===== src/rtl/audio_ser_rx_pkg.sv =====
package audio_ser_rx_pkg;

  typedef enum logic [1:0] {
    FMT_LEFT  = 2'd0,
    FMT_RIGHT = 2'd1,
    FMT_I2S   = 2'd2,
    FMT_RSVD  = 2'd3
  } frameFmt_e;

  // Strobes and shift amount handed from the control to the datapath.
  typedef struct packed {
    logic       capL;      // left word complete this edge
    logic       capR;      // right word complete this edge
    logic       pairDone;  // right word completes a pair
    logic       loadOutL;  // output enters its left half
    logic       loadOutR;  // output enters its right half
    logic [6:0] shiftAmt;  // word LSB position inside the shift window
  } ctrlStrobes_t;

  function automatic logic [4:0] wordBits(input logic [1:0] lenSel);
    case (lenSel)
      2'd0:    return 5'd16;
      2'd1:    return 5'd20;
      default: return 5'd24;
    endcase
  endfunction

endpackage


===== src/rtl/audio_ser_rx_ctrl.sv =====
module audio_ser_rx_ctrl
  import audio_ser_rx_pkg::*;
#(
  parameter int CNT_W    = 6,
  parameter int MAX_HALF = 32
) (
  input  logic         clkBit,
  input  logic         rstN,
  input  logic         frameClk,
  input  logic [1:0]   cfgFormat,
  input  logic [1:0]   cfgLen,
  output ctrlStrobes_t ctl
);

  localparam logic [CNT_W-1:0] CNT_MAX = {CNT_W{1'b1}};

  logic             lrPrev;
  logic             synced;
  logic             gotLeft;
  logic [CNT_W-1:0] bitCnt;

  logic       edgeSeen;
  logic       endedLeft;
  logic       lenOk;
  logic [4:0] nBits;
  logic [6:0] halfLen;
  frameFmt_e  fmt;

  always_comb begin
    fmt       = frameFmt_e'(cfgFormat);
    nBits     = wordBits(cfgLen);
    edgeSeen  = frameClk != lrPrev;
    // the half that just ended was left: low level for I2S, high otherwise
    endedLeft = (fmt == FMT_I2S) ? ~lrPrev : lrPrev;
    halfLen   = 7'(bitCnt) + 7'd1;
    lenOk     = (halfLen >= {2'b00, nBits}) && (halfLen <= 7'(MAX_HALF));

    ctl          = '0;
    ctl.capL     = edgeSeen & synced & lenOk & endedLeft;
    ctl.capR     = edgeSeen & synced & lenOk & ~endedLeft;
    ctl.pairDone = ctl.capR & gotLeft;
    ctl.loadOutL = edgeSeen & ~frameClk;
    ctl.loadOutR = edgeSeen & frameClk;
    case (fmt)
      FMT_RIGHT: ctl.shiftAmt = 7'd1;
      FMT_I2S:   ctl.shiftAmt = halfLen - {2'b00, nBits};
      default:   ctl.shiftAmt = halfLen - {2'b00, nBits} + 7'd1;
    endcase
  end

  always_ff @(posedge clkBit) begin
    if (!rstN) begin
      lrPrev  <= 1'b0;
      synced  <= 1'b0;
      gotLeft <= 1'b0;
      bitCnt  <= '0;
    end else begin
      lrPrev <= frameClk;
      synced <= synced | edgeSeen;
      if (edgeSeen)              bitCnt <= '0;
      else if (bitCnt != CNT_MAX) bitCnt <= bitCnt + 1'b1;
      if (ctl.capL)          gotLeft <= 1'b1;
      else if (ctl.pairDone) gotLeft <= 1'b0;
    end
  end

endmodule


===== src/rtl/audio_ser_rx_dp.sv =====
module audio_ser_rx_dp
  import audio_ser_rx_pkg::*;
#(
  parameter int NUM_LINES = 4,
  parameter int WORD_W    = 24,
  parameter int PASS_LINE = 3,
  parameter int MAX_HALF  = 32
) (
  input  logic                          clkBit,
  input  logic                          rstN,
  input  logic [NUM_LINES-1:0]          sdIn,
  input  logic [1:0]                    cfgLen,
  input  ctrlStrobes_t                  ctl,
  output logic [NUM_LINES*2*WORD_W-1:0] pcmData,
  output logic                          pcmValid,
  output logic                          sdOut
);

  localparam int WIN_W = MAX_HALF + 1;

  logic [4:0]                  nBits;
  logic [4:0]                  padAmt;
  logic [WORD_W-1:0]           lenMask;
  logic [NUM_LINES*WORD_W-1:0] newFlat;
  logic [NUM_LINES*WORD_W-1:0] holdFlat;

  always_comb begin
    nBits   = wordBits(cfgLen);
    padAmt  = 5'(WORD_W) - nBits;
    lenMask = ~({WORD_W{1'b1}} << nBits);
  end

  for (genvar g = 0; g < NUM_LINES; g++) begin : gLine
    logic [WIN_W-2:0]  shReg;
    logic [WIN_W-1:0]  shNext;
    logic [WIN_W-1:0]  shifted;
    logic [WORD_W-1:0] aligned;
    logic [WORD_W-1:0] holdL;
    logic [WORD_W-1:0] outL;
    logic [WORD_W-1:0] outR;

    always_comb begin
      shNext  = {shReg, sdIn[g]};
      shifted = shNext >> ctl.shiftAmt;
      aligned = (shifted[WORD_W-1:0] & lenMask) << padAmt;
    end

    always_ff @(posedge clkBit) begin
      if (!rstN) begin
        shReg <= '0;
        holdL <= '0;
        outL  <= '0;
        outR  <= '0;
      end else begin
        shReg <= shNext[WIN_W-2:0];
        if (ctl.capL) holdL <= aligned;
        if (ctl.pairDone) begin
          outL <= holdL;
          outR <= aligned;
        end
      end
    end

    assign newFlat[g*WORD_W +: WORD_W]          = aligned;
    assign holdFlat[g*WORD_W +: WORD_W]         = holdL;
    assign pcmData[(2*g)*WORD_W +: WORD_W]      = outL;
    assign pcmData[(2*g + 1)*WORD_W +: WORD_W]  = outR;
  end

  // pass-through: snapshot a whole pair when the output left half begins
  logic [WORD_W-1:0] pairL;
  logic [WORD_W-1:0] pairR;
  logic [WORD_W-1:0] snapR;
  logic [WORD_W-1:0] outShift;

  always_comb begin
    if (ctl.pairDone) begin
      pairL = holdFlat[PASS_LINE*WORD_W +: WORD_W];
      pairR = newFlat[PASS_LINE*WORD_W +: WORD_W];
    end else begin
      pairL = pcmData[(2*PASS_LINE)*WORD_W +: WORD_W];
      pairR = pcmData[(2*PASS_LINE + 1)*WORD_W +: WORD_W];
    end
  end

  always_ff @(posedge clkBit) begin
    if (!rstN) begin
      pcmValid <= 1'b0;
      snapR    <= '0;
      outShift <= '0;
    end else begin
      pcmValid <= ctl.pairDone;
      if (ctl.loadOutL) begin
        snapR    <= pairR;
        outShift <= pairL;
      end else if (ctl.loadOutR) begin
        outShift <= snapR;
      end else begin
        outShift <= {outShift[WORD_W-2:0], 1'b0};
      end
    end
  end

  assign sdOut = outShift[WORD_W-1];

endmodule


===== src/rtl/audio_ser_rx.sv =====
module audio_ser_rx
  import audio_ser_rx_pkg::*;
#(
  parameter int NUM_LINES = 4,
  parameter int WORD_W    = 24,
  parameter int PASS_LINE = 3,
  parameter int MAX_HALF  = 32
) (
  input  logic                          clkBit,
  input  logic                          rstN,
  input  logic                          frameClk,
  input  logic [NUM_LINES-1:0]          sdIn,
  input  logic [1:0]                    cfgFormat,
  input  logic [1:0]                    cfgLen,
  output logic [NUM_LINES*2*WORD_W-1:0] pcmData,
  output logic                          pcmValid,
  output logic                          sdOut
);

  localparam int CNT_W = $clog2(MAX_HALF) + 1;

  ctrlStrobes_t ctl;

  audio_ser_rx_ctrl #(
    .CNT_W    (CNT_W),
    .MAX_HALF (MAX_HALF)
  ) u_ctrl (
    .clkBit    (clkBit),
    .rstN      (rstN),
    .frameClk  (frameClk),
    .cfgFormat (cfgFormat),
    .cfgLen    (cfgLen),
    .ctl       (ctl)
  );

  audio_ser_rx_dp #(
    .NUM_LINES (NUM_LINES),
    .WORD_W    (WORD_W),
    .PASS_LINE (PASS_LINE),
    .MAX_HALF  (MAX_HALF)
  ) u_dp (
    .clkBit   (clkBit),
    .rstN     (rstN),
    .sdIn     (sdIn),
    .cfgLen   (cfgLen),
    .ctl      (ctl),
    .pcmData  (pcmData),
    .pcmValid (pcmValid),
    .sdOut    (sdOut)
  );

endmodule


===== config.mk =====
export PLATFORM = sky130hd
export DESIGN_NAME = audio_ser_rx
export DESIGN_NICKNAME = d
export VERILOG_FILES = /design/src/rtl/audio_ser_rx_pkg.sv /design/src/rtl/audio_ser_rx_ctrl.sv /design/src/rtl/audio_ser_rx_dp.sv /design/src/rtl/audio_ser_rx.sv
export SDC_FILE = /design/constraint.sdc
export NUM_CORES = 1
export LEC_CHECK = 0
export BUFFER_PORTS_ARGS = -buffer_cell sky130_fd_sc_hd__buf_2
export CORE_MARGIN = 5
export CORE_UTILIZATION = 40
export CTS_BUF_LIST = sky130_fd_sc_hd__clkbuf_4 sky130_fd_sc_hd__clkbuf_8 sky130_fd_sc_hd__clkbuf_16
export DETAILED_ROUTE_END_ITERATION = 10
export GPL_TIMING_DRIVEN = 1
export PLACE_DENSITY = 0.58
export SYNTH_ARGS = -nofsm -noshare
export SYNTH_HDL_FRONTEND = slang
export SYNTH_SLANG_ARGS = --single-unit

===== constraint.sdc =====
create_clock -name clkBit -period 4.53 [get_ports clkBit]
set_input_delay 0.2265 -clock clkBit [delete_from_list [all_inputs] [get_ports clkBit]]
set_output_delay 0.2265 -clock clkBit [all_outputs]
set_load 0.01 [all_outputs]

==> flow_summary.json <==
{
  "routed_via_density": 6.37,
  "die_area_um2": 77000,
  "syn_to_final_growth_pct": 16.3,
  "drt_pass1_iterations": 8,
  "worstPathRequired_ns": 5.04,
  "fmax_mhz": 230,
  "grt_pass1_vias": 27400,
  "preCtsSetupSlack_ns": -0.0580,
  "cp-startpoint": "u_ctrl.bitCnt[0]",
  "drc": 0,
  "yosys_warnings": 0,
  "syn_area_per_cell_um2": 8.00,
  "syn_area_um2": 28600,
  "start_util_pct": 40.2,
  "gp_congestion": 1.02,
  "syn_inst": 3580,
  "cts_buffers": 54,
  "finalCriticalPeriod_ns": 4.35,
  "final_util_pct": 46.7,
  "cts_root_buf": "clkbuf_16",
  "power_frac_clock_pct": 37.8,
  "port_buffers": 204,
  "fin_nets": 3741,
  "synth_top_family_by_area": "compound AO/OA/AOI/OAI gates",
  "antenna_found_initial": 2,
  "synth_flop_cell": "dfxtp_1",
  "power_mw": 12.1,
  "synth.distinct_cells": 111,
  "hold_start": "cfgLen[1]",
  "synth_common_cells": "dfxtp_1, nand2_1, a21oi_1",
  "synth_top_area_share_pct": 33.1,
  "setup_viol": 0,
  "synthArstFlopShare_pct": 0,
  "drtAntennaViolNets": 0,
  "syn-num-nets": 3600,
  "h-tree-depth": 2,
  "seq_power_share_pct": 34.7,
  "crit_fanout": 10,
  "vias": 30000,
  "fillers": 7078,
  "routed_wl_um": 124000,
  "yosysSeqAreaShare_pct": 33.1,
  "timing.final.crit_share_pct": 96.1,
  "rsz0062_at_grt": "no",
  "internal_power_mw": 7.96,
  "yosysTopAreaCell": "dfxtp_1",
  "yosys_register_bits": 474,
  "placed_cells": 4609,
  "track_usage_pct": 30.3,
  "synth_mux_area_share_pct": 7.75,
  "status": "finished, final reports clean",
  "std_cell_rows": 98,
  "drive_gt1_share_pct": 19.9,
  "fin_worst_skew_ns": 0.0332,
  "met3_usage_pct": 4.24,
  "p_leak_nw": 12.8,
  "hold_slack_ns": 0.228,
  "insertion_delay_ns": 0.64,
  "synthTopCellsByArea": "dfxtp_1, a21oi_1, nand2_1",
  "crit_path_end_kind": "flip-flop",
  "grt_pass1_wl_um": 184000,
  "synth.most_common_cell": "dfxtp_1",
  "first_iter_violations": 3450,
  "clock-sinks": 474,
  "swShare_pct": 34.5,
  "die_y_um": 278,
  "slew_headroom_pct": 23.2,
  "num_antenna_cells": 0,
  "ir_worst_vdd_uv": 297,
  "arrival_ns": 4.86,
  "worst_slack_ns": 0.177,
  "netSwitchingPower_mw": 4.19,
  "synth_compound_area_share_pct": 30.4,
  "use_met1_pct": 42.3,
  "dp_hpwl_um": 91100,
  "fin_cells": 4716,
  "io_pins": 205,
  "core_area_um2": 71200,
  "busiest_layer": "met2",
  "slew_violations": 0,
  "grt_max_degree": 150,
  "cts_buffer_depth": 3,
  "synth-simple-area-share_pct": 22.1,
  "use_met2_pct": 48.1,
  "cp-start-kind": "flip-flop",
  "tightest_slew_ns": 1.15,
  "wire_per_inst_um": 26.3,
  "drv_cap": 0,
  "criticalPathCategory": "reg2reg",
  "holdPathStages": 4,
  "synth_edf_count": 0,
  "finalHoldViolations": 0,
  "rr_worst_depth": 14,
  "die_w_um": 278,
  "reg2reg_from": "u_ctrl.bitCnt[0]",
  "synthXorXnorAreaFrac_pct": 0.297,
  "grt-ovfl-total": 0,
  "hp-class": "in2reg",
  "synthAdderAreaFrac_pct": 0.419,
  "power.density_nw_per_um2": 365,
  "clk_pin_slew_worst_paths_ns": 0.06,
  "cts_tree": "done",
  "combPwrFrac_pct": 27.5
}
[cell usage in the layout, fill, tap and decap left out, types with 15 or more instances in the layout]
cell,netlist,routed
o21ai_0,263,262
nor2_1,177,174
o211ai_1,52,52
buf_4,27,201
o221a_2,28,28
or3_1,29,29
a21oi_1,314,312
nand3_1,98,98
a211oi_1,51,49
nor2b_1,94,91
o22ai_1,83,83
o22a_1,31,31
clkinv_2,0,15
and2_1,138,138
nand2b_1,25,23
buf_12,0,23
mux2i_1,103,102
a31oi_1,55,55
dfxtp_1,474,473
mux2_2,87,86
inv_1,21,20
o221ai_1,48,48
nor3_1,106,106
nand2_1,390,390
o21a_1,18,16
a32oi_1,21,21
clkbuf_16,0,54
nand3b_1,25,25
a221oi_1,45,45
o31ai_1,19,19
a22oi_1,58,58
nor4bb_1,28,28
buf_2,128,203
nor3b_1,16,16
and3_1,40,40
[cell families (layout without fill, tap and decap cells)]
group,after synthesis,in the layout
buffers and inverters,373,559
AND/OR/NAND/NOR,1229,1229
adder cells (fa/ha/maj),9,9
multiplexers,200,200
flip-flops,474,474
AO/OA/AOI/OAI,1287,1287
XOR/XNOR,8,8
[through the flow]
step                setup TNS [ns]  area (um2)
global route                     0       33300
global placement           -0.0102       31300
floorplan                        0       28600
finish                           0       33300
detailed placement         -0.0762       31300
CTS                              0       33300
[layer usage]
layer	part of all wire (%)	wire length (um)
met5	0.011	14
met2	45	55300
met4	4.4	5410
met3	8.1	10000
met1	43	53400
[state kept, by name (all words and copies together) (netlist names)]
| register | count |
|---|---|
| u_dp.gLine.holdL | 96 |
| u_dp.outShift | 24 |
| u_ctrl.bitCnt | 6 |
| u_ctrl.synced | 1 |
| u_dp.pcmValid | 1 |
| u_dp.gLine.outL | 96 |
| u_dp.gLine.outR | 96 |
| u_ctrl.gotLeft | 1 |
| u_dp.gLine.shReg | 128 |
| u_ctrl.lrPrev | 1 |
| u_dp.snapR | 24 |
[power groups by stage]
stage | Clock (mW) | Sequential, mW | Combinational (mW)
after global placement | 0 | 4.30 | 3.24
after floorplan | 0 | 4.29 | 1.92
after global routing | 4.85 | 4.21 | 3.46
final | 4.59 | 4.21 | 3.34
after CTS | 4.67 | 4.21 | 3.23
after detailed placement | 0 | 4.30 | 3.21
[worst paths after layout]
path / endpoint / slack, ns
worst max-delay path: u_dp.gLine[0].outR[9] / 0.18
worst min-delay path: u_dp.gLine[2].outR[11] / 0.23
worst min register to register: u_dp.gLine[0].outL[22] / 0.43
worst max register to register: u_dp.gLine[0].outR[9] / 0.18
[critical path: stages, from the launching register on]
cell     delay, ns
dfxtp_4       0.37
ha_1          0.22
xnor2_1       0.21
ha_1          0.18
inv_1         0.06
fa_1          0.63
nor4_2        0.11
buf_4         0.24
nor3_1        0.61
a22oi_1       0.28
o21ai_0       0.33
mux4_2        0.43
o22ai_1       0.09
nor2_1        0.35
a21oi_1       0.12
[cell type report]
class | count | area [um2] | share of cell area [%]
Tap cell | 950 | 1190 | 3.57
Clock buffer | 72 | 1550 | 4.65
Timing Repair Buffer | 434 | 3060 | 9.18
Multi-Input combinational cell | 2733 | 17600 | 52.8
Clock inverter | 29 | 343 | 1.03
Sequential cell | 474 | 9490 | 28.5
Inverter | 24 | 95.1 | 0.286
[repair_timing]
item | CTS | global route
resized for setup | 1 | 7
endpoints found under the setup margin | 3 | 21
setup buffers | 0 | 0
pin swaps | 0 | 1
hold endpoints to repair | 19 | 0
hold buffers | 6 | 0
Power figures use the tool's default switching activity.
